--- src/rtl/bla_pkg.sv ---
package bla_pkg;

    localparam int NUM_SIDES = 2;

    // Control byte field positions (decoded by the register slice)
    localparam int CB_REQ  = 0;
    localparam int CB_CONN = 2;
    localparam int CB_IDLE = 5;
    localparam int CB_PRIO = 7;

    typedef enum logic [1:0] {
        OWN_NONE = 2'd0,
        OWN_M0   = 2'd1,
        OWN_M1   = 2'd2
    } owner_e;

    typedef struct packed {
        logic prio;
        logic idle_en;
        logic connect;
        logic req;
    } side_ctrl_t;

    function automatic owner_e side_owner(input int s);
        return (s == 0) ? OWN_M0 : OWN_M1;
    endfunction

    // Tie-break: side 1 only when its priority bit alone is set
    function automatic owner_e pick_winner(input logic r0, input logic r1,
                                           input logic p0, input logic p1);
        if (r0 && r1) return (p1 && !p0) ? OWN_M1 : OWN_M0;
        if (r0)       return OWN_M0;
        if (r1)       return OWN_M1;
        return OWN_NONE;
    endfunction

endpackage

--- src/rtl/bla_side_regs.sv ---
module bla_side_regs
    import bla_pkg::*;
#(
    parameter int DATA_W = 8,
    parameter int RES_W  = 8
) (
    input  logic              clk,
    input  logic              rst,
    input  logic              wr_en,
    input  logic              wr_addr,
    input  logic [DATA_W-1:0] wr_data,
    input  logic              hold,
    input  logic              hw_clr_req,
    output side_ctrl_t        ctrl,
    output logic [RES_W-1:0]  res_time
);

    logic unused_bits;
    assign unused_bits = ^{wr_data[6], wr_data[4:3], wr_data[1]};

    always_ff @(posedge clk) begin
        if (rst) begin
            ctrl     <= '0;
            res_time <= '0;
        end else begin
            if (wr_en && !wr_addr) begin
                ctrl.req     <= wr_data[CB_REQ];
                ctrl.connect <= wr_data[CB_CONN];
                ctrl.idle_en <= wr_data[CB_IDLE];
                ctrl.prio    <= wr_data[CB_PRIO];
            end else if (hw_clr_req) begin
                ctrl.req <= 1'b0;
            end
            if (wr_en && wr_addr && !hold)
                res_time <= wr_data[RES_W-1:0];
        end
    end


    res_lock_chk: assert property (@(posedge clk) disable iff (rst)
        (wr_en && wr_addr && hold) |=> $stable(res_time));

endmodule

--- src/rtl/bla_side_timer.sv ---
module bla_side_timer #(
    parameter int RES_W   = 8,
    parameter int IDLE_MS = 100
) (
    input  logic             clk,
    input  logic             rst,
    input  logic             start,
    input  logic             held,
    input  logic [RES_W-1:0] load_val,
    input  logic             tick,
    input  logic             bus_active,
    input  logic             idle_en,
    output logic             revoke
);

    localparam int IDLE_W   = $clog2(IDLE_MS + 2);
    localparam int IDLE_SAT = IDLE_MS + 1;

    logic [RES_W-1:0]  res_cnt;
    logic [IDLE_W-1:0] idle_cnt;

    always_ff @(posedge clk) begin
        if (rst) begin
            res_cnt  <= '0;
            idle_cnt <= '0;
        end else if (start) begin
            res_cnt  <= load_val;
            idle_cnt <= '0;
        end else if (!held) begin
            res_cnt  <= '0;
            idle_cnt <= '0;
        end else begin
            if (tick && res_cnt != '0)
                res_cnt <= res_cnt - 1'b1;
            if (bus_active)
                idle_cnt <= '0;
            else if (tick && res_cnt == '0 && idle_cnt != IDLE_W'(IDLE_SAT))
                idle_cnt <= idle_cnt + 1'b1;
        end
    end

    assign revoke = held && idle_en && (res_cnt == '0) &&
                    (idle_cnt > IDLE_W'(IDLE_MS));


    res_tick_chk: assert property (@(posedge clk) disable iff (rst)
        (held && !start && !tick) |=> $stable(res_cnt));

endmodule

--- src/rtl/bus_lock_arbiter.sv ---
module bus_lock_arbiter
    import bla_pkg::*;
#(
    parameter int DATA_W  = 8,
    parameter int RES_W   = 8,
    parameter int IDLE_MS = 100
) (
    input  logic                            clk,
    input  logic                            rst,
    input  logic [NUM_SIDES-1:0]            wr_en,
    input  logic [NUM_SIDES-1:0]            wr_addr,
    input  logic [NUM_SIDES*DATA_W-1:0]     wr_data,
    input  logic                            ms_tick,
    input  logic                            bus_active,
    output logic [NUM_SIDES-1:0]            grant,
    output logic [NUM_SIDES-1:0]            other_lock,
    output logic [NUM_SIDES-1:0]            sw_en,
    output logic [NUM_SIDES-1:0]            lock_grant_evt,
    output logic [NUM_SIDES-1:0]            bus_lost_evt
);

    owner_e                 owner_q, owner_d;
    side_ctrl_t             ctrl_q [NUM_SIDES];
    logic [RES_W-1:0]       res_time [NUM_SIDES];
    logic [NUM_SIDES-1:0]   req_v, prio_v, revoke, start, held;

    for (genvar g = 0; g < NUM_SIDES; g++) begin : g_side
        bla_side_regs #(.DATA_W(DATA_W), .RES_W(RES_W)) u_regs (
            .clk        (clk),
            .rst        (rst),
            .wr_en      (wr_en[g]),
            .wr_addr    (wr_addr[g]),
            .wr_data    (wr_data[g*DATA_W +: DATA_W]),
            .hold       (grant[g]),
            .hw_clr_req (revoke[g]),
            .ctrl       (ctrl_q[g]),
            .res_time   (res_time[g])
        );

        bla_side_timer #(.RES_W(RES_W), .IDLE_MS(IDLE_MS)) u_timer (
            .clk        (clk),
            .rst        (rst),
            .start      (start[g]),
            .held       (held[g]),
            .load_val   (res_time[g]),
            .tick       (ms_tick),
            .bus_active (bus_active),
            .idle_en    (ctrl_q[g].idle_en),
            .revoke     (revoke[g])
        );

        assign req_v[g]      = ctrl_q[g].req;
        assign prio_v[g]     = ctrl_q[g].prio;
        assign held[g]       = (owner_q == side_owner(g));
        assign grant[g]      = held[g] && req_v[g];
        assign sw_en[g]      = grant[g] && ctrl_q[g].connect;
        assign other_lock[g] = grant[NUM_SIDES-1-g];
        assign start[g]      = (owner_d == side_owner(g)) && !held[g];
    end

    // Holder keeps the bus while it requests and is not revoked;
    // otherwise arbitrate among the remaining requests this edge.
    logic keep;
    always_comb begin
        keep = (held[0] && req_v[0] && !revoke[0]) ||
               (held[1] && req_v[1] && !revoke[1]);
        owner_d = keep ? owner_q
                       : pick_winner(req_v[0] && !revoke[0], req_v[1] && !revoke[1],
                                     prio_v[0], prio_v[1]);
    end

    always_ff @(posedge clk) begin
        if (rst) begin
            owner_q        <= OWN_NONE;
            lock_grant_evt <= '0;
            bus_lost_evt   <= '0;
        end else begin
            owner_q        <= owner_d;
            lock_grant_evt <= start;
            bus_lost_evt   <= revoke;
        end
    end


    excl_grant_chk: assert property (@(posedge clk) disable iff (rst)
        !(grant[0] && grant[1]));


    hold_keep_chk: assert property (@(posedge clk) disable iff (rst)
        (held[0] && req_v[0] && !revoke[0]) |=> held[0]);


    lost_nogrant_chk: assert property (@(posedge clk) disable iff (rst)
        bus_lost_evt[0] |-> !grant[0]);


    lost_nogrant1_chk: assert property (@(posedge clk) disable iff (rst)
        bus_lost_evt[1] |-> !grant[1]);

endmodule

--- config.mk ---
export PLATFORM = sky130hd
export DESIGN_NAME = bus_lock_arbiter
export DESIGN_NICKNAME = d
export VERILOG_FILES = /design/src/rtl/bla_pkg.sv /design/src/rtl/bla_side_regs.sv /design/src/rtl/bla_side_timer.sv /design/src/rtl/bus_lock_arbiter.sv
export SDC_FILE = /design/constraint.sdc
export NUM_CORES = 1
export LEC_CHECK = 0
export BUFFER_PORTS_ARGS = -buffer_cell sky130_fd_sc_hd__buf_2
export CORE_MARGIN = 2
export CORE_UTILIZATION = 53
export DETAILED_ROUTE_END_ITERATION = 16
export GPL_ROUTABILITY_DRIVEN = 1
export MAX_ROUTING_LAYER = met4
export PLACE_DENSITY_LB_ADDON = 0.3
export SYNTH_ARGS = -nofsm -noshare
export SYNTH_HDL_FRONTEND = slang
export SYNTH_SLANG_ARGS = --single-unit
--- constraint.sdc ---
create_clock -name clk -period 1.8 [get_ports clk]
set_input_delay 0.09 -clock clk [delete_from_list [all_inputs] [get_ports clk]]
set_output_delay 0.09 -clock clk [all_outputs]
set_load 0.01 [all_outputs]
---- Word level (Yosys, flattened, before mapping) ----
Cells that the tools add are included.
cells by class
  add/sub/neg operators ................... 4
  order comparisons ....................... 2
  eq/ne operators ......................... 8
  multiplexer cells ....................... 24
  bitwise gates (word level) .............. 2
  reduce and logical (&&, ||, !) cells .... 48
operator list
  cell                                                  number
  2-to-1 mux 8 bit                                      6
  logical AND 1 bit                                     30
  logical NOT 8 bit                                     2
  2-to-1 mux 2 bit                                      8
  nonzero test 8 bit                                    2
  subtractor 8 x 1 -> 8 bit (second input constant)     2
  adder 7 x 1 -> 7 bit (second input constant)          2
  > comparator 7 bit (second input constant)            2
  != test 7 bit (second input constant)                 2
  2-to-1 mux 1 bit                                      10
  logical NOT 1 bit                                     9
  OR reduction 4 bit                                    2
  != test 3 x 2 -> 1 bit (second input constant)        2
  equality test 2 x 1 -> 1 bit (second input constant)  2
  equality test 2 bit (second input constant)           2
  nonzero test 2 bit                                    2
  inverter 1 bit                                        2
  logical OR 1 bit                                      1
word-level totals
  register bits after elaboration ......... 60
  bits of input ports ..................... 24
  output and inout bits ................... 10
  logic and storage cells ................. 105

---- Depth between registers and ports, before layout ----
  depth after elaboration ................. 18
  mapped depth ............................ 8
  gate-level depth less buffers ........... 7

---- By module ----
From an unflattened synthesis, not the netlist that was laid out.
unflattened totals
  cell total of the unflattened synthesis .. 381
  area total of the unflattened synthesis .. 3299.4 µm²
by module, submodules not included
  module            times used  cells each  area each (µm²)  seq. area each (µm²)
  bla_side_timer    2           122         996.0            300.3
  bla_side_regs     2           51          489.2            240.2
  bus_lock_arbiter  1           35          329.1            120.1

---- Worst setup path after synthesis ----
OpenSTA, ideal clock, no wires.
  path kind ............................... flip-flop to flip-flop
  from .................................... register g_side[0].u_timer.res_cnt[2]
  to ...................................... register g_side[0].u_timer.idle_cnt[6]
  library setup time ...................... 0.120 ns
  data arrival time ....................... 1.863 ns
  slack ................................... -0.182 ns
  cell stages (with the launch flop) ...... 7
  buffers on the path ..................... 1
  path through ............................ dfxtp_1 > or4_4 > or3_1 > buf_6 > nor4_4 > xnor2_1 > nor2_1
on the way
  word-level cells in the longest chain between the ends .. 14
  elaborated cells between the ends (all ways) .. 22
  those cells by class .................... 1 x eq/ne; 9 x mux; 12 x reduce/logical
ends and longest elaborated chain
  element                         line                                            RTL
  from (decl)                     bla_side_timer.sv:19                            logic [RES_W-1:0] res_cnt;
  from (signal assigned)          bla_side_timer.sv:27                            res_cnt <= load_val;
  from (signal assigned)          bla_side_timer.sv:34                            res_cnt <= res_cnt - 1'b1;
  logical NOT 8 bit *             bla_side_timer.sv:37, bla_side_timer.sv:42
  logical AND 1 bit (2 in a row)  bla_side_timer.sv:42                            assign revoke = held && idle_en && (res_cnt == '0) &&
  logical NOT 1 bit               bus_lock_arbiter.sv:65, bus_lock_arbiter.sv:68
  logical AND 1 bit               bus_lock_arbiter.sv:68                          : pick_winner(req_v[0] && !revoke[0], req_v[1] && !revoke[1],
  2-to-1 mux 2 bit                bla_pkg.sv:32                                   if (r0) return OWN_M0;
  2-to-1 mux 2 bit                bla_pkg.sv:33                                   if (r1) return OWN_M1;
  2-to-1 mux 2 bit                bla_pkg.sv:34                                   return OWN_NONE;
  2-to-1 mux 2 bit                bla_pkg.sv:33
  2-to-1 mux 2 bit                bla_pkg.sv:32
  2-to-1 mux 2 bit                bus_lock_arbiter.sv:67                          owner_d = keep ? owner_q
  equality test 2 x 1 -> 1 bit    bus_lock_arbiter.sv:58                          assign start[g] = (owner_d == side_owner(g)) && !held[g];
  logical AND 1 bit               bus_lock_arbiter.sv:58
  OR reduction 4 bit (no line)    n/a
  to (signal assigned)            bla_side_timer.sv:38                            idle_cnt <= idle_cnt + 1'b1;
  to (decl)                       bla_side_timer.sv:20                            logic [IDLE_W-1:0] idle_cnt;
Every way passes the cells marked *; elsewhere a longest branch is shown, timed or not. The select of a mux whose other input is x is not followed.
A chain may end at the register's enable or synchronous reset.

---- Worst setup path in the final report ----
  from .................................... register g_side[0].u_timer.res_cnt[5]
  to ...................................... register g_side[1].u_timer.res_cnt[4]
on the way
  word-level cells in the longest chain between the ends .. 14
  elaborated cells between the ends (all ways) .. 21
  those cells by class .................... 2 x eq/ne; 10 x mux; 9 x reduce/logical
ends and longest elaborated chain
  element                                                                      line
  logical NOT 8 bit *                                                          bla_side_timer.sv:42
  logical AND 1 bit * (2 in a row)                                             bla_side_timer.sv:42
  logical NOT 1 bit *                                                          bus_lock_arbiter.sv:65, bus_lock_arbiter.sv:68
  logical AND 1 bit                                                            bus_lock_arbiter.sv:68
  2-to-1 mux 2 bit                                                             bla_pkg.sv:32
  2-to-1 mux 2 bit                                                             bla_pkg.sv:33
  2-to-1 mux 2 bit                                                             bla_pkg.sv:34
  2-to-1 mux 2 bit                                                             bla_pkg.sv:33
  2-to-1 mux 2 bit                                                             bla_pkg.sv:32
  2-to-1 mux 2 bit *                                                           bus_lock_arbiter.sv:67
  equality test 2 bit *                                                        bus_lock_arbiter.sv:58
  logical AND 1 bit *                                                          bus_lock_arbiter.sv:58
  != test 3 x 2 -> 1 bit (no line) / 2-to-1 mux 8 bit (equally long branches)  n/a
  to (signal assigned)                                                         bla_side_timer.sv:27
  to (signal assigned)                                                         bla_side_timer.sv:34
  to (decl)                                                                    bla_side_timer.sv:19
Marked as above.

==> flow_metrics.py <==
metrics = {
    "detailed_routing": {
        "drc": 0,
        "routedWlPerCell_um": 15.4,
        "first_pass_iters": 4,
        "via_count": 2934,
        "routed_wl_um": 7990,
        "drt_iter0_markers": 163,
        "via_per_inst": 5.66,
        "drtAntennaViolNets": 0,
    },
    "clock_tree": {
        "clock_sinks": 60,
        "cts-root-buf": "clkbuf_8",
        "clockBufferDepth": 2,
        "clock_latency_ns": 0.35,
        "cts.clk_slew.worst_paths_ns": 0.07,
        "cts_buffers": 9,
        "cts_tree": "done",
        "htreeDepth": 3,
    },
    "timing": {
        "maxSlewViolCount": 0,
        "hold_viol_final": 0,
        "finalCritPeriodShare": 1.09,
        "setup-violations-final": 22,
        "clock.fmax_mhz": 510,
        "slew_headroom": 0.611,
        "rsz0062_at_grt": "yes",
        "tightest_slew_ns": 0.582,
        "fin_hold_ws_ns": 0.0100,
        "fin_crit_ns": 1.96,
        "worst_slack_ns": -0.162,
        "fin_worst_skew_ns": 0.0102,
    },
    "placed_design": {
        "pre_cts_ws_ns": -0.163,
        "dp.cells": 486,
        "dp_hpwl_um": 5400,
        "gp_congestion": 0.918,
        "port_buffers": 33,
    },
    "critical_path": {
        "cp.required_ns": 2.07,
        "path_class": "flip-flop to flip-flop",
        "rrSetupSlack_ns": -0.16,
        "crit_fanout": 3,
        "crit_path_start_kind": "flip-flop",
        "endpoint_kind": "flip-flop",
        "arrival_ns": 2.24,
    },
    "floorplan": {
        "fp.dieH_um": 80.4,
        "io_pins": 34,
        "core_um2": 5570,
        "die-width_um": 80.4,
        "initial_core_util": 0.555,
        "rows": 27,
        "die_area_um2": 6470,
    },
    "synthesis": {
        "synth_warnings": 0,
        "synth-main-ff-cell": "dfxtp_1",
        "syn_nets": 390,
        "avgSynthCellArea_um2": 8.70,
        "synthCells": 356,
        "synth_common_cells": "dfxtp_1, nor2_1, mux2i_1",
        "ys_async_sr_fraction": 0,
        "synthTopCellsByArea": "dfxtp_1, mux2i_1, nor2_1",
        "synth_top_area_share": 0.388,
        "synth_seq_cells": 60,
        "synth-edff-count": 0,
        "ys_seq_area_frac": 0.388,
        "synth_area_um2": 3100,
        "yosysTopAreaCell": "dfxtp_1",
        "synth.distinct_cells": 54,
    },
    "cells_and_area": {
        "nNetsFinal": 475,
        "area_growth_pct": 36.6,
        "n_antenna_cell": 0,
        "post_layout_nonfiller_instances": 518,
        "fin_util": 0.759,
        "drive_above_1_share": 0.321,
    },
    "pwr": {
        "irDropWorstVdd_mv": 0.620,
        "leakagePower_nw": 1.67,
        "power_density_nw_per_um2": 765,
        "finalPower_mw": 3.23,
    },
    "outcome": {
        "violations": "setup timing",
        "status": "finished with violations",
    },
    "run": {
        "maxCapViolations": 0,
    },
    "global_route": {
        "grt_max_degree": 40,
        "grt-ovfl-total": 0,
        "grt_use_total": 0.253,
        "grt_pass1_wl_um": 12200,
        "antenna_found_initial": 0,
        "grt_pass1_vias": 2775,
    },
    "worst_hold_path": {
        "hold_path.class": "input pin to flip-flop",
    },
}
-- final cells by class --
cell class                 count  area, um^2
inverter                      17        63.8
sequential                    60        1210
fill                         370        1350
multi-input combinational    261        1970
tap                           72        90.1
clock buffer                  11         131
clock inverter                 5         100
timing repair buffer          92         659
-- per-layer routing --
layer | global-route usage | up-vias | share of wire
li1 | - | 1422 | -
met3 | 0.0820 | 24 | 0.046
met4 | 0.0780 | 0 | 0.025
met5 | - | - | 0
met2 | 0.432 | 97 | 0.51
met1 | 0.281 | 1391 | 0.42
-- worst paths after layout --
kind / from / end / cells past startpoint
max reg2reg: g_side[0].u_timer.res_cnt[5]$_SDFFE_PP0P_ / g_side[1].u_timer.res_cnt[4]$_SDFFE_PP0P_ / 6
min: wr_data[10] / g_side[1].u_regs.res_time[2]$_SDFFE_PP0P_ / 3
min reg2reg: g_side[1].u_regs.res_time[1]$_SDFFE_PP0P_ / g_side[1].u_timer.res_cnt[1]$_SDFFE_PP0P_ / 1
max: g_side[0].u_timer.res_cnt[5]$_SDFFE_PP0P_ / g_side[1].u_timer.res_cnt[4]$_SDFFE_PP0P_ / 6
-- cells in the final DEF, fill, tap and decap left out, types with 3 or more instances in the layout --
| cell | count |
|---|---|
| mux2i_1 | 23 |
| xor2_1 | 5 |
| and3_1 | 4 |
| nor3_4 | 6 |
| buf_6 | 3 |
| a21oi_2 | 4 |
| nand4_1 | 9 |
| buf_4 | 42 |
| clkbuf_8 | 9 |
| nand3_1 | 11 |
| nor2b_1 | 5 |
| nor4_4 | 4 |
| dfxtp_1 | 55 |
| inv_1 | 16 |
| dlygate4sd3_1 | 13 |
| dfxtp_2 | 4 |
| o21a_1 | 4 |
| nor3_1 | 5 |
| nor2_2 | 3 |
| buf_2 | 33 |
| bufinv_16 | 3 |
| xnor2_1 | 14 |
| nand2b_1 | 6 |
| nor2_4 | 3 |
| a21oi_1 | 12 |
| nand2_1 | 14 |
| o21ai_1 | 5 |
| nor2_1 | 54 |
| o21ai_0 | 9 |
| ha_1 | 10 |
-- logic make-up (layout without fill, tap and decap cells) --
logic type / after synthesis / count (layout) / share of synthesized area
AOI/OAI and AO/OA: 61 / 61 / 0.135
xor gates and xnor gates: 21 / 21 / 0.0594
adders and majority gates: 10 / 10 / 0.0404
buffers and inverters: 35 / 125 / 0.0501
DFF: 60 / 60 / 0.388
muxes: 23 / 23 / 0.0744
and+or+nand+nor: 146 / 146 / 0.253
-- report_power, final --
group | internal, mW | switching [mW]
Clock | 0.916 | 0.524
Sequential | 1.36 | 0.0242
Combinational | 0.194 | 0.214
Total | 2.47 | 0.763
-- state kept, by name, indices dropped and copies added (netlist names) --
name                     cells
bus_lost_evt                 2
g_side.u_timer.idle_cnt     14
g_side.u_regs.ctrl           8
owner_q                      2
g_side.u_timer.res_cnt      16
g_side.u_regs.res_time      16
lock_grant_evt               2
-- critical path, stage by stage (launching register included) --
cell     delay [ns]
dfxtp_2        0.33
or4_4          0.53
buf_6          0.15
nor3_4         0.16
a21oi_2        0.10
or4b_1         0.49
a21oi_1        0.13
-- stage by stage --
step                      cell area, um^2  setup TNS [ns]
after floorplan                      3130          -0.273
after global placement               3610           -1.11
after detailed placement             3610           -1.84
after CTS                            4030           -1.80
after global routing                 4230           -3.11
final                                4230           -1.33
-- what timing repair did --
item,in CTS,in global routing
endpoints found under the setup margin,32,32
buffers inserted,0,3
hold endpoints to repair,14,0
hold buffers,13,0
pin swaps,4,22
resized for setup,11,39
(Power assumes the default switching activity.)
